[src/rtl/spi_irq_pkg.sv]
package spi_irq_pkg;
    localparam logic [2:0] ADDR_SYSCFG  = 3'd0;
    localparam logic [2:0] ADDR_SYSSTAT = 3'd1;
    localparam logic [2:0] ADDR_STAT    = 3'd2;
    localparam logic [2:0] ADDR_EN      = 3'd3;
    localparam logic [2:0] ADDR_TEST    = 3'd4;
    localparam logic [2:0] ADDR_MODE    = 3'd5;

    localparam logic [31:0] SYSCFG_MASK = 32'h0000_031D;
    localparam logic [31:0] EN_MASK     = 32'h0001_777F;
    localparam int TEST_W       = 12;
    localparam int SSB_BIT      = 11;
    localparam int MODE_W       = 4;
    localparam int TESTMODE_BIT = 3;
    localparam int SRST_BIT     = 1;
    localparam int CH_STRIDE    = 4;
    localparam int RXF_OFS      = 2;

    typedef enum logic [1:0] {
        MS_NORMAL     = 2'b00,
        MS_NORMAL_SSB = 2'b01,
        MS_TEST       = 2'b10,
        MS_TEST_SSB   = 2'b11
    } test_state_e;

    typedef enum logic [1:0] {
        TRM_DUPLEX  = 2'd0,
        TRM_RX_ONLY = 2'd1,
        TRM_TX_ONLY = 2'd2,
        TRM_RSVD    = 2'd3
    } trm_e;
endpackage

[src/rtl/spi_irq_mode_fsm.sv]
module spi_irq_mode_fsm
    import spi_irq_pkg::*;
(
    input  logic clk,
    input  logic rst_n,
    input  logic soft_clr,
    input  logic wr_mode,
    input  logic mode_bit,
    input  logic wr_test,
    input  logic ssb_bit,
    output logic test_on,
    output logic ssb_on,
    output logic locked,
    output logic force_set
);
    test_state_e state_q, state_d;

    always_ff @(posedge clk or negedge rst_n) begin
        if (!rst_n) state_q <= MS_NORMAL;
        else        state_q <= state_d;
    end

    always_comb begin
        state_d = state_q;
        unique case (state_q)
            MS_NORMAL: begin
                if (wr_mode && mode_bit)     state_d = MS_TEST;
                else if (wr_test && ssb_bit) state_d = MS_NORMAL_SSB;
            end
            MS_NORMAL_SSB: begin
                if (wr_mode && mode_bit)      state_d = MS_TEST_SSB;
                else if (wr_test && !ssb_bit) state_d = MS_NORMAL;
            end
            MS_TEST: begin
                if (wr_mode && !mode_bit)    state_d = MS_NORMAL;
                else if (wr_test && ssb_bit) state_d = MS_TEST_SSB;
            end
            MS_TEST_SSB: begin
                if (wr_mode && !mode_bit)     state_d = MS_NORMAL_SSB;
                else if (wr_test && !ssb_bit) state_d = MS_TEST;
            end
            default: state_d = MS_NORMAL;
        endcase
        if (soft_clr) state_d = MS_NORMAL;
    end

    always_comb begin
        test_on = 1'b0;
        ssb_on  = 1'b0;
        unique case (state_q)
            MS_NORMAL:     begin test_on = 1'b0; ssb_on = 1'b0; end
            MS_NORMAL_SSB: begin test_on = 1'b0; ssb_on = 1'b1; end
            MS_TEST:       begin test_on = 1'b1; ssb_on = 1'b0; end
            MS_TEST_SSB:   begin test_on = 1'b1; ssb_on = 1'b1; end
            default:       begin test_on = 1'b0; ssb_on = 1'b0; end
        endcase
        locked    = test_on && ssb_on;
        force_set = !soft_clr &&
                    ((wr_mode && mode_bit && ssb_on) || (wr_test && ssb_bit && test_on));
    end
endmodule

[src/rtl/spi_irq_event_map.sv]
module spi_irq_event_map
    import spi_irq_pkg::*;
#(
    parameter int NCH    = 4,
    parameter int STAT_W = 17
) (
    input  logic [NCH-1:0]   ch_attempt,
    input  logic [NCH-1:0]   ch_txs,
    input  logic [NCH-1:0]   ch_rxs,
    input  logic [2*NCH-1:0] ch_mode,
    input  logic [NCH-1:0]   ch_turbo,
    output logic [STAT_W-1:0] evt
);
    logic [NCH-1:0] tx_hit, rx_hit;

    for (genvar c = 0; c < NCH; c++) begin : g_ch
        trm_e trm;
        assign trm       = trm_e'(ch_mode[2*c +: 2]);
        assign tx_hit[c] = ch_attempt[c] && ch_txs[c] && (trm != TRM_RX_ONLY);
        assign rx_hit[c] = ch_attempt[c] && ch_rxs[c] && (trm != TRM_TX_ONLY) && !ch_turbo[c];
    end

    always_comb begin
        evt = '0;
        for (int c = 0; c < NCH; c++) begin
            evt[CH_STRIDE*c]           = tx_hit[c];
            evt[CH_STRIDE*c + RXF_OFS] = rx_hit[c];
        end
    end
endmodule

[src/rtl/spi_irq_status.sv]
module spi_irq_status
    import spi_irq_pkg::*;
#(
    parameter int STAT_W = 17
) (
    input  logic              clk,
    input  logic              rst_n,
    input  logic              soft_clr,
    input  logic              force_set,
    input  logic              clr_we,
    input  logic [STAT_W-1:0] clr_mask,
    input  logic              en_we,
    input  logic [STAT_W-1:0] en_wdata,
    input  logic [STAT_W-1:0] evt,
    output logic [STAT_W-1:0] stat_q,
    output logic [STAT_W-1:0] en_q
);
    localparam logic [STAT_W-1:0] IMPL_MASK = EN_MASK[STAT_W-1:0];

    logic [STAT_W-1:0] clr_eff;
    assign clr_eff = clr_we ? clr_mask : '0;

    always_ff @(posedge clk or negedge rst_n) begin
        if (!rst_n) begin
            stat_q <= '0;
            en_q   <= '0;
        end else if (soft_clr) begin
            stat_q <= '0;
            en_q   <= '0;
        end else begin
            if (force_set) stat_q <= IMPL_MASK;
            else           stat_q <= (stat_q & ~clr_eff) | evt;
            if (en_we)     en_q   <= en_wdata & IMPL_MASK;
        end
    end
endmodule

[src/rtl/spi_irq_ctrl.sv]
module spi_irq_ctrl
    import spi_irq_pkg::*;
#(
    parameter int NCH    = 4,
    parameter int STAT_W = 17
) (
    input  logic             clk,
    input  logic             rst_n,
    input  logic             reg_wr,
    input  logic [2:0]       reg_addr,
    input  logic [31:0]      reg_wdata,
    output logic [31:0]      reg_rdata,
    input  logic [NCH-1:0]   ch_attempt,
    input  logic [NCH-1:0]   ch_txs,
    input  logic [NCH-1:0]   ch_rxs,
    input  logic [2*NCH-1:0] ch_mode,
    input  logic [NCH-1:0]   ch_turbo,
    output logic             soft_rst,
    output logic             irq
);
    localparam int PAD_W = 32 - STAT_W;

    logic wr_sys, wr_stat, wr_en, wr_test, wr_mode, soft_clr;
    logic test_on, ssb_on, locked, force_set;
    logic [STAT_W-1:0] evt, stat_q, en_q;
    logic [31:0] sys_q;
    logic [TEST_W-2:0] test_lo_q;
    logic [TESTMODE_BIT-1:0] mode_lo_q;
    logic soft_rst_q;
    logic unused_wdata;

    assign wr_sys   = reg_wr && (reg_addr == ADDR_SYSCFG);
    assign wr_stat  = reg_wr && (reg_addr == ADDR_STAT);
    assign wr_en    = reg_wr && (reg_addr == ADDR_EN);
    assign wr_test  = reg_wr && (reg_addr == ADDR_TEST);
    assign wr_mode  = reg_wr && (reg_addr == ADDR_MODE);
    assign soft_clr = wr_sys && reg_wdata[SRST_BIT];
    assign unused_wdata = ^reg_wdata[31:STAT_W];

    spi_irq_mode_fsm u_fsm (
        .clk      (clk),
        .rst_n    (rst_n),
        .soft_clr (soft_clr),
        .wr_mode  (wr_mode),
        .mode_bit (reg_wdata[TESTMODE_BIT]),
        .wr_test  (wr_test),
        .ssb_bit  (reg_wdata[SSB_BIT]),
        .test_on  (test_on),
        .ssb_on   (ssb_on),
        .locked   (locked),
        .force_set(force_set)
    );

    spi_irq_event_map #(.NCH(NCH), .STAT_W(STAT_W)) u_map (
        .ch_attempt(ch_attempt),
        .ch_txs    (ch_txs),
        .ch_rxs    (ch_rxs),
        .ch_mode   (ch_mode),
        .ch_turbo  (ch_turbo),
        .evt       (evt)
    );

    spi_irq_status #(.STAT_W(STAT_W)) u_stat (
        .clk      (clk),
        .rst_n    (rst_n),
        .soft_clr (soft_clr),
        .force_set(force_set),
        .clr_we   (wr_stat && !locked),
        .clr_mask (reg_wdata[STAT_W-1:0]),
        .en_we    (wr_en),
        .en_wdata (reg_wdata[STAT_W-1:0]),
        .evt      (evt),
        .stat_q   (stat_q),
        .en_q     (en_q)
    );

    always_ff @(posedge clk or negedge rst_n) begin
        if (!rst_n) begin
            sys_q      <= '0;
            test_lo_q  <= '0;
            mode_lo_q  <= '0;
            soft_rst_q <= 1'b0;
        end else begin
            soft_rst_q <= soft_clr;
            if (soft_clr) begin
                sys_q     <= '0;
                test_lo_q <= '0;
                mode_lo_q <= '0;
            end else begin
                if (wr_sys)  sys_q     <= reg_wdata & SYSCFG_MASK;
                if (wr_test) test_lo_q <= reg_wdata[TEST_W-2:0];
                if (wr_mode) mode_lo_q <= reg_wdata[TESTMODE_BIT-1:0];
            end
        end
    end

    always_comb begin
        reg_rdata = '0;
        unique case (reg_addr)
            ADDR_SYSCFG:  reg_rdata = sys_q;
            ADDR_SYSSTAT: reg_rdata = 32'd1;
            ADDR_STAT:    reg_rdata = {{PAD_W{1'b0}}, stat_q};
            ADDR_EN:      reg_rdata = {{PAD_W{1'b0}}, en_q};
            ADDR_TEST:    reg_rdata = {{(32-TEST_W){1'b0}}, ssb_on, test_lo_q};
            ADDR_MODE:    reg_rdata = {{(32-MODE_W){1'b0}}, test_on, mode_lo_q};
            default:      reg_rdata = '0;
        endcase
    end

    assign soft_rst = soft_rst_q;
    assign irq      = |(stat_q & en_q);
endmodule

[config.mk]
export PLATFORM = sky130hd
export DESIGN_NAME = spi_irq_ctrl
export DESIGN_NICKNAME = d
export VERILOG_FILES = /design/src/rtl/spi_irq_pkg.sv /design/src/rtl/spi_irq_mode_fsm.sv /design/src/rtl/spi_irq_event_map.sv /design/src/rtl/spi_irq_status.sv /design/src/rtl/spi_irq_ctrl.sv
export SDC_FILE = /design/constraint.sdc
export NUM_CORES = 1
export LEC_CHECK = 0
export BUFFER_PORTS_ARGS = -buffer_cell sky130_fd_sc_hd__buf_2
export CAP_MARGIN = 20
export CORE_MARGIN = 5
export CORE_UTILIZATION = 55
export DETAILED_ROUTE_END_ITERATION = 8
export GPL_ROUTABILITY_DRIVEN = 0
export MAX_ROUTING_LAYER = met4
export PLACE_DENSITY = 0.81
export SETUP_SLACK_MARGIN = 0.5
export SLEW_MARGIN = 20
export SYNTH_ARGS = -nofsm -noshare
export SYNTH_HDL_FRONTEND = slang
export SYNTH_SLANG_ARGS = --single-unit
[constraint.sdc]
create_clock -name clk -period 2.3 [get_ports clk]
set_input_delay 0.46 -clock clk [delete_from_list [all_inputs] [get_ports clk]]
set_output_delay 0.46 -clock clk [all_outputs]
set_load 0.01 [all_outputs]
=== Word-level counts from Yosys, hierarchy flattened ===
Cells that the tools add are included.

* Bits in registers: 83
* Input port bits: 62
* Output and inout port bits: 34
* Word-level logic and storage cells: 111

* Equality and inequality tests: 20
* Multiplexer cells: 24
* Bitwise gates (word level): 4
* Reduce and logical (&&, ||, !) cells: 56

{| class="wikitable"
|+ Operators with widths
! kind !! count
|-
| $pmux 32 s6 || 1
|-
| $mux 17 || 5
|-
| $mux 32 || 2
|-
| $logic_and 1x1->1 || 35
|-
| $and 17x17->17 || 2
|-
| $mux 11 || 2
|-
| $mux 2 || 9
|-
| $not 17->17 || 1
|-
| $or 17x15->17 || 1
|-
| $reduce_or 17->1 || 1
|-
| $ne 4x2->1 const B || 4
|-
| $logic_not 1->1 || 8
|-
| $ne 2x1->1 const B || 4
|-
| $ne 2x2->1 const B || 4
|-
| $pmux 2 s4 || 1
|-
| $reduce_bool 2->1 || 4
|-
| $reduce_or 2->1 || 4
|-
| $eq 3x2->1 const B || 2
|-
| $eq 3x3->1 const B || 2
|-
| $mux 3 || 2
|-
| $eq 2x2->1 const B || 2
|-
| $pmux 1 s2 || 2
|-
| $reduce_and 4->1 || 1
|-
| $eq 3x1->1 const B || 1
|-
| other kinds (4) || 4
|}

=== Longest topological paths before layout ===
Gate-level depths: netlist of run 1.

* Depth in word-level cells: 12
* Depth in mapped cells: 7
* Depth with buffers taken out: 4

=== Modules after synthesis ===
From an unflattened synthesis of run 1, not the netlist that was laid out.

* Cell total of the unflattened synthesis: 358
* Area total of the unflattened synthesis: 3353.2 um^2

{| class="wikitable"
|+ Modules (own cells, without submodules)
! module !! times used !! cells each !! area each (um^2) !! seq. area each (um^2)
|-
| spi_irq_ctrl || 1 || 187 || 1574.0 || 525.5
|-
| spi_irq_status || 1 || 120 || 1403.8 || 775.7
|-
| spi_irq_event_map || 1 || 34 || 231.5 || 0.0
|-
| spi_irq_mode_fsm || 1 || 17 || 143.9 || 50.0
|}

=== Worst setup path after synthesis of run 1 ===
Ideal clock, no wire load.

* Kind: input -> output
* Start point: in reg_addr[0]
* End point: out reg_rdata[0]
* Arrival: 1449 ps
* Data required time: 1840 ps
* Setup slack: 391 ps
* Stages: 4
* Path buffers: 2
* Path through: clkbuf_1 -> buf_1 -> a221oi_1 -> a31oi_1

* Word-level cells in the longest chain between the ends: 2
* Elaborated cells between the ends (all ways): 7
* Those cells by class: 5 x eq/ne; 1 x mux; 1 x reduce/logical

{| class="wikitable"
|+ RTL lines
! item !! RTL line !! source
|-
| start: declaration || spi_irq_ctrl.sv:10 || <nowiki>input logic [2:0] reg_addr,</nowiki>
|-
| $eq 3x3->1 (tied with other cells) || spi_irq_ctrl.sv:99 || <nowiki>unique case (reg_addr)</nowiki>
|-
| $pmux 32 s6 (*) || spi_irq_ctrl.sv:99 ||
|-
| end: declaration || spi_irq_ctrl.sv:12 || <nowiki>output logic [31:0] reg_rdata,</nowiki>
|}

Every way passes the cells marked *; elsewhere a longest branch is shown, timed or not.

=== Worst setup path in the final report of run 1 ===
* Start point: reg u_stat.en_q[3]
* End point: out irq

* Word-level cells in the longest chain between the ends: 2

{| class="wikitable"
|+ RTL lines
! item !! RTL line !! source
|-
| start: declaration || spi_irq_status.sv:16 || <nowiki>output logic [STAT_W-1:0] en_q</nowiki>
|-
| start signal: assignment || spi_irq_status.sv:33 || <nowiki>if (en_we) en_q <= en_wdata & IMPL_MASK;</nowiki>
|-
| $and 17x17->17 || spi_irq_ctrl.sv:111 || <nowiki>assign irq = |(stat_q & en_q);</nowiki>
|-
| $reduce_or 17->1 || spi_irq_ctrl.sv:111 ||
|-
| end: declaration || spi_irq_ctrl.sv:19 || <nowiki>output logic irq</nowiki>
|}

No other way between the ends.

==> results of run 1 <==
timing repair:
action,CTS,global route
gates resized for setup,23,31
setup endpoints to repair,30,24
buffers inserted,9,11
cloned,1,1
pin swaps,5,5
path summary, 6_finish.rpt:
kind,from,endpoint,slack (ps),cells after the start
worst max-delay path,u_stat.en_q[3],irq,340,4
worst max register to register,u_fsm.state_q[1],u_stat.stat_q[1],770,3
worst min register to register,sys_q[4],sys_q[4],490,2
max in group asynchronous,rst_n,u_stat.en_q[3],1580,2
min in group clk,reg_wdata[15],u_stat.stat_q[15],330,2
worst min-delay path,rst_n,sys_q[8],160,1
routing by layer:
layer	track usage	part of all wire
met1	0.317	0.38
met2	0.413	0.50
met3	0.0393	0.086
met4	0.0892	0.032
met5	-	0
sequential cells by signal, indices dropped and copies added, names as in the netlist:
register,cells
u_stat.stat_q,17
test_lo_q,11
sys_q,6
u_stat.en_q,14
mode_lo_q,3
soft_rst,1
u_fsm.state_q,2
worst max-delay path, delay by kind of cell, from the launching register on:
| kind | cells | cell delay [ps] |
|---|---|---|
| compound gates | 2 | 440 |
| flops | 1 | 420 |
| buf+inv | 1 | 170 |
| simple gates | 1 | 160 |
kinds of logic after synthesis:
kind of cell / count (synthesis) / synth area share
other: 1 / 0.00123
muxes: 22 / 0.0729
AOI/OAI and AO/OA: 94 / 0.207
buffers and inverters: 57 / 0.107
and+or+nand+nor: 108 / 0.167
DFF: 54 / 0.445
power groups by stage:
stage               logic, W  clock network (W)  registers [W]
floorplan           0.000369                  0        0.00121
global placement    0.000517                  0        0.00124
detailed placement  0.000532                  0        0.00125
CTS                 0.000582           0.000797        0.00124
global route        0.000717           0.000830        0.00126
finish              0.000652           0.000789        0.00125
layout make-up:
| class | instances | share of cell area |
|---|---|---|
| Clock buffer | 6 | 0.0207 |
| Timing Repair Buffer | 105 | 0.192 |
| Sequential cell | 54 | 0.339 |
| Clock inverter | 2 | 0.0151 |
| Inverter | 20 | 0.0201 |
| Tap cell | 72 | 0.0226 |
| Multi-Input combinational cell | 239 | 0.390 |
stage by stage:
stage / setup WS, ps / power, W
2_1_floorplan: 488 / 0.00158
3_3_place_gp: 175 / 0.00176
3_5_place_dp: 154 / 0.00178
4_1_cts: 348 / 0.00262
5_1_grt: 283 / 0.00281
6_report: 343 / 0.00269
synth_stat cells, types with 3 or more instances:
| master | n |
|---|---|
| nand2_1 | 67 |
| dfrtp_1 | 54 |
| a21oi_1 | 26 |
| mux2i_1 | 21 |
| inv_1 | 19 |
| buf_4 | 15 |
| clkbuf_1 | 12 |
| nor2_1 | 12 |
| o31ai_1 | 12 |
| a31oi_1 | 10 |
| nand3_1 | 8 |
| a22oi_1 | 7 |
| o21ai_0 | 7 |
| o22ai_1 | 6 |
| a31o_2 | 5 |
| o211ai_1 | 5 |
| a2111oi_0 | 4 |
| a211o_1 | 4 |
| and3_1 | 3 |
| buf_2 | 3 |
| buf_6 | 3 |
==> key figures, run 1 <==
Routing
  – Drt first pass iters: 5
  – Wire length per cell: 18.3 microns
  – Vias per cell: 5.97
  – Drt first-iter violations: 308
  – Total Wirelength: 9130 microns
  – DRC violations left: 0
  – Total number of vias: 2974
  – Antenna viol nets, final: 0

Clocking
  – TritonCTS clock tree: built
  – CTS Sinks: 54
  – Root Buffer: clkbuf_8
  – Hold Buf Count CTS: 0
  – Clock Latency Late Sink: 310 ps
  – Clk buf depth: 2
  – CTS HTree Levels: 2
  – Clock transition at path regs: 100 ps
  – CTS Buf Count: 5

Pwr
  – Cell Int Power: 0.00189 W
  – Static leakage: 1.93 nW
  – Power share of the clock group: 0.293
  – Switching part of the total power: 0.296
  – Worst vdd ir: 0.474 mV
  – NetSw: 0.000796 W
  – Flop pwr share: 0.464
  – Pwr dens: 675 nW/um^2
  – Combinational power share: 0.242

Yosys
  – Register area share after synthesis: 0.445
  – Average size of a mapped cell: 9.04 sq um
  – Post-synth top flop: dfrtp_1
  – Proportion of netlist area held by the largest area contributor: 0.445
  – Synth top area cells: dfrtp_1, nand2_1, mux2i_1
  – Leading area contributor after synthesis: dfrtp_1
  – #FFs+latches synth: 54
  – Number of distinct library cells after synthesis: 46
  – Post-Synthesis Cells: 336
  – Post-synth EDFFs: 0
  – Yosys warnings: 0
  – Share of flip-flops with an asynchronous set or reset: 1.00
  – Mapped Area: 3040 sq um

Die
  – Die H: 84.3 microns
  – Die Wd: 84.3 microns
  – Core footprint: 5440 sq um
  – Row cnt: 27
  – Boundary Pins: 96
  – Initial Util: 0.559
  – Die area: 7110 sq um

Worst setup path
  – CP max stage cell: dfrtp_1
  – CP arrival: 1500 ps
  – CP max stage delay: 420 ps
  – Worst setup SP type: register
  – Crit path cell chain: a22o_1 -> a221oi_2 -> nand4_1 -> buf_2
  – Critical path required time: 1840 ps
  – Kind of critical path: register to primary output
  – Worst setup EP type: primary output
  – Crit-path max FO: 3

Placed design
  – Detailed placer's ending HPWL: 5900 microns
  – Area after DPL: 3420 sq um
  – Placed insts: 468
  – Port buffer count: 65

Flow run
  – Max-cap violation count: 0

Timing
  – Crit share post-route: 0.851
  – Setup TNS: 0 ps
  – Final setup viols: 0
  – Least-Margin Pin Slew: 632 ps
  – Hold_ws: 157 ps
  – Minimum clock period: 1960 ps
  – RSZ-0062 raised after global routing: yes
  – Achievable Freq: 511 MHz
  – Final hold violations: 0
  – Setup Skew: 5.79 ps
  – Slew headroom: 0.579
  – Max Slew Vio Count: 0

Global routing
  – Grt ovf: 0
  – Vias in the first global route: 2866
  – Largest net degree at the start of global routing: 29
  – Gr usage total: 0.252
  – Initial antenna violation count: 0
  – First-pass GRT wire length: 14000 microns

Cells and area
  – Layout Nets: 487
  – Filler instances: 390
  – Leading cell type in the layout, fill and taps excluded: nand2_1
  – Diodes inserted: 0
  – Final instance area: 3990 sq um
  – Most frequent cells in the layout: nand2_1, buf_2, dfrtp_1
  – Share of cells above drive strength 1: 0.345
  – Area growth, synth to finish: 31.2%
  – Final Core Density: 0.733
  – Finished Layout Cells: 498
  – Footprint of the multi-input gates: 1550 sq um
  – Seq. cell area: 1350 sq um

Worst hold path
  – Worst hold path class: input port to async pin

Outcome
  – Outcome: finished, final reports clean
(Power assumes the default switching activity.)
==> run 2, diff against run 1 <==
- ABC_AREA: unset -> 1
- PLACE_DENSITY: 0.81 -> 0.82
==> run 2 against run 1 <==
Against the previous run:
- setup slack better by 8.8 ps
- highest routed layer unchanged
- critical endpoint unchanged
- die area is 4.0% lower
- cell area is 2.9% lower
- maximum frequency is 0.45% higher
- sequential power is 6% higher
- largest cell class unchanged
- clock-buffer cell count stayed put
==> key figures, run 2 <==
Outcome
  – Outcome: finished, final reports clean

Die
  – Boundary Pins: 96 (unchanged)
  – Die Wd: 82.6 microns (-2.0%)
  – Initial Util: 0.568 (+0.00956)
  – Core footprint: 5110 sq um (-6.1%)
  – Row cnt: 26 (-3.7%)
  – Die area: 6830 sq um (-4.0%)
  – Die H: 82.6 microns (-2.0%)

Cells and area
  – Largest Register: u_stat.stat_q
  – Most frequent cells in the layout: nand2_1, buf_2, dfrtp_1
  – Area growth, synth to finish: 33.4%
  – Diodes inserted: 0 (unchanged)
  – Biggest regs: u_stat.stat_q (17), u_stat.en_q (14), test_lo_q (11)
  – Largest register FFs: 17 (unchanged)
  – Leading cell type in the layout, fill and taps excluded: nand2_1
  – Layout Nets: 521 (+7.0%)
  – Share of cells above drive strength 1: 0.346 (+0.000582)

Yosys
  – Average size of a mapped cell: 8.08 sq um (-11%)
  – Post-synth top flop: dfrtp_1
  – #FFs+latches synth: 54 (unchanged)
  – Register area share after synthesis: 0.466 (+0.0209)
  – Post-synth EDFFs: 0 (unchanged)
  – Proportion of netlist area held by the largest area contributor: 0.466 (+0.0209)
  – Post-Synthesis Cells: 359 (+6.8%)
  – Mapped Area: 2900 sq um (-4.5%)
  – Share of flip-flops with an asynchronous set or reset: 1.00 (unchanged)
  – Top cells by count, synth: nand2_1, dfrtp_1, inv_1
  – Count leader, synth: nand2_1
  – Leading area contributor after synthesis: dfrtp_1
  – Yosys warnings: 0 (unchanged)
  – Synth top area cells: dfrtp_1, nand2_1, inv_1
  – Number of distinct library cells after synthesis: 32 (-30%)

Pwr
  – Worst vdd ir: 0.445 mV (-6.2%)
  – Tot Pwr: 0.00278 W (+3.4%)
  – Static leakage: 2.01 nW (+4.2%)
  – Pwr dens: 719 nW/um^2 (+6.5%)

Worst setup path
  – Crit-path max FO: 2 (-1)
  – Worst setup EP type: primary output
  – Critical path buffer and inverter count: 1 (unchanged)
  – Crit path cell chain: a22o_1 -> nor3_2 -> nand3_1 -> buf_2
  – CP arrival: 1490 ps (about the same)
  – Crit-path leading delay family: flip-flops
  – Kind of critical path: register to primary output
  – Worst setup SP type: register
  – CP max stage cell: dfrtp_1
  – Critical path required time: 1840 ps (about the same)
  – CP max stage delay: 400 ps (-20 ps)

Clocking
  – CTS Sinks: 54 (unchanged)
  – Clock Latency Late Sink: 310 ps (about the same)
  – Clock transition at path regs: 90 ps (about the same)
  – TritonCTS clock tree: built
  – Root Buffer: clkbuf_8
  – Clk buf depth: 2 (unchanged)
  – CTS Buf Count: 5 (unchanged)
  – CTS HTree Levels: 2 (unchanged)

Timing
  – Final hold violations: 0 (unchanged)
  – RSZ-0062 raised after global routing: yes
  – Setup Skew: 7.45 ps (+1.66 ps)
  – Minimum clock period: 1950 ps (-8.81 ps)
  – Max Slew Vio Count: 0 (unchanged)
  – Setup TNS: 0 ps (unchanged)
  – Final setup viols: 0 (unchanged)
  – Crit share post-route: 0.847 (-0.00383)
  – Achievable Freq: 513 MHz (+0.45%)

Global routing
  – Grt ovf: 0 (unchanged)
  – Largest net degree at the start of global routing: 27 (-6.9%)
  – Gr usage total: 0.264 (+0.0115)
  – Initial antenna violation count: 0 (unchanged)
  – Vias in the first global route: 2760 (-3.7%)
  – First-pass GRT wire length: 13100 microns (-6.7%)

Routing
  – Drt first pass iters: 5 (unchanged)
  – Antenna viol nets, final: 0 (unchanged)
  – Drt first-iter violations: 275 (-11%)
  – DRC violations left: 0 (unchanged)
  – Wire length per cell: 16.8 microns (-8.3%)
  – Vias per cell: 5.70 (-4.6%)
  – Total Wirelength: 8900 microns (-2.5%)
  – Total number of vias: 3019 (+1.5%)

Placed design
  – Detailed placer's ending HPWL: 5720 microns (-3.1%)
  – Port buffer count: 65 (unchanged)

Flow run
  – Max-cap violation count: 0 (unchanged)

Worst hold path
  – Worst hold path class: input port to register
==> run 2: cell count changes after synthesis, moves of 10 or more <==
cell,previous run,this run
a21oi_1,26,6
nand3_1,8,23
clkbuf_1,12,2
inv_1,19,39
mux2i_1,21,0
o21ai_1,0,17
nand2_1,67,89
o31ai_1,12,0
o21ai_0,7,25
==> run 2: final timing paths <==
kind | depth (start not counted) | startpoint | endpoint | slack [ps]
max | 4 | u_stat.en_q[10] | irq | 350
min | 3 | reg_wdata[16] | u_stat.en_q[16] | 420
max reg2reg | 9 | u_fsm.state_q[0] | u_stat.stat_q[2] | 830
min reg2reg | 2 | sys_q[8] | sys_q[8] | 500
max in group asynchronous | 3 | rst_n | u_stat.stat_q[4] | 1170
min in group asynchronous | 2 | rst_n | mode_lo_q[1] | 520
==> run 2: cell families after synthesis <==
group	Yosys count	synth area share
other	1	0.00129
flip-flops	54	0.466
AND/OR/NAND/NOR	146	0.233
buffers and inverters	72	0.120
AO/OA/AOI/OAI	86	0.179
==> run 2: metal layers <==
metal  part of all wire  vias to the layer above  global-route usage
met5                  0                        -                   -
met4              0.030                        0               0.101
met3              0.075                       28              0.0445
met2               0.50                      184               0.431
met1               0.40                     1438               0.329
li1                   -                     1369                   -
==> run 2: layout make-up <==
| cell class | count | area (sq um) |
|---|---|---|
| inverter | 46 | 195 |
| tap | 70 | 87.6 |
| multi-input combinational | 247 | 1400 |
| timing repair buffer | 105 | 742 |
| fill | 363 | 1240 |
| clock inverter | 2 | 12.5 |
| clock buffer | 6 | 82.6 |
| sequential | 54 | 1350 |
==> run 2: power by group <==
group	internal, W	switching, W
Sequential	0.00116	0.000169
Clock	0.000243	0.000318
Combinational	0.000383	0.000505
Total	0.00179	0.000992
==> run 2: tightest hold or removal path, cell delays in order <==
cell	delay (ps)
buf_2	100
inv_1	60
o22ai_1	80
==> run 2: repair_timing <==
item	CTS	global route
hold endpoints to repair	9	0
buffers inserted	16	12
pin swaps	12	9
endpoints found under the setup margin	18	18
gates resized for setup	39	31
hold buffers	1	0
gates cloned	1	0
==> run 2: per-stage QoR <==
step	cell area [sq um]	std cells	utilization	setup WS, ps	hold slack [ps]
after floorplan	2970	373	-	510	164
after global placement	3270	492	0.641	231	332
after detailed placement	3270	492	0.641	201	334
after CTS	3660	518	0.717	384	413
after global routing	3870	530	0.758	340	421
final	3870	530	0.758	352	423
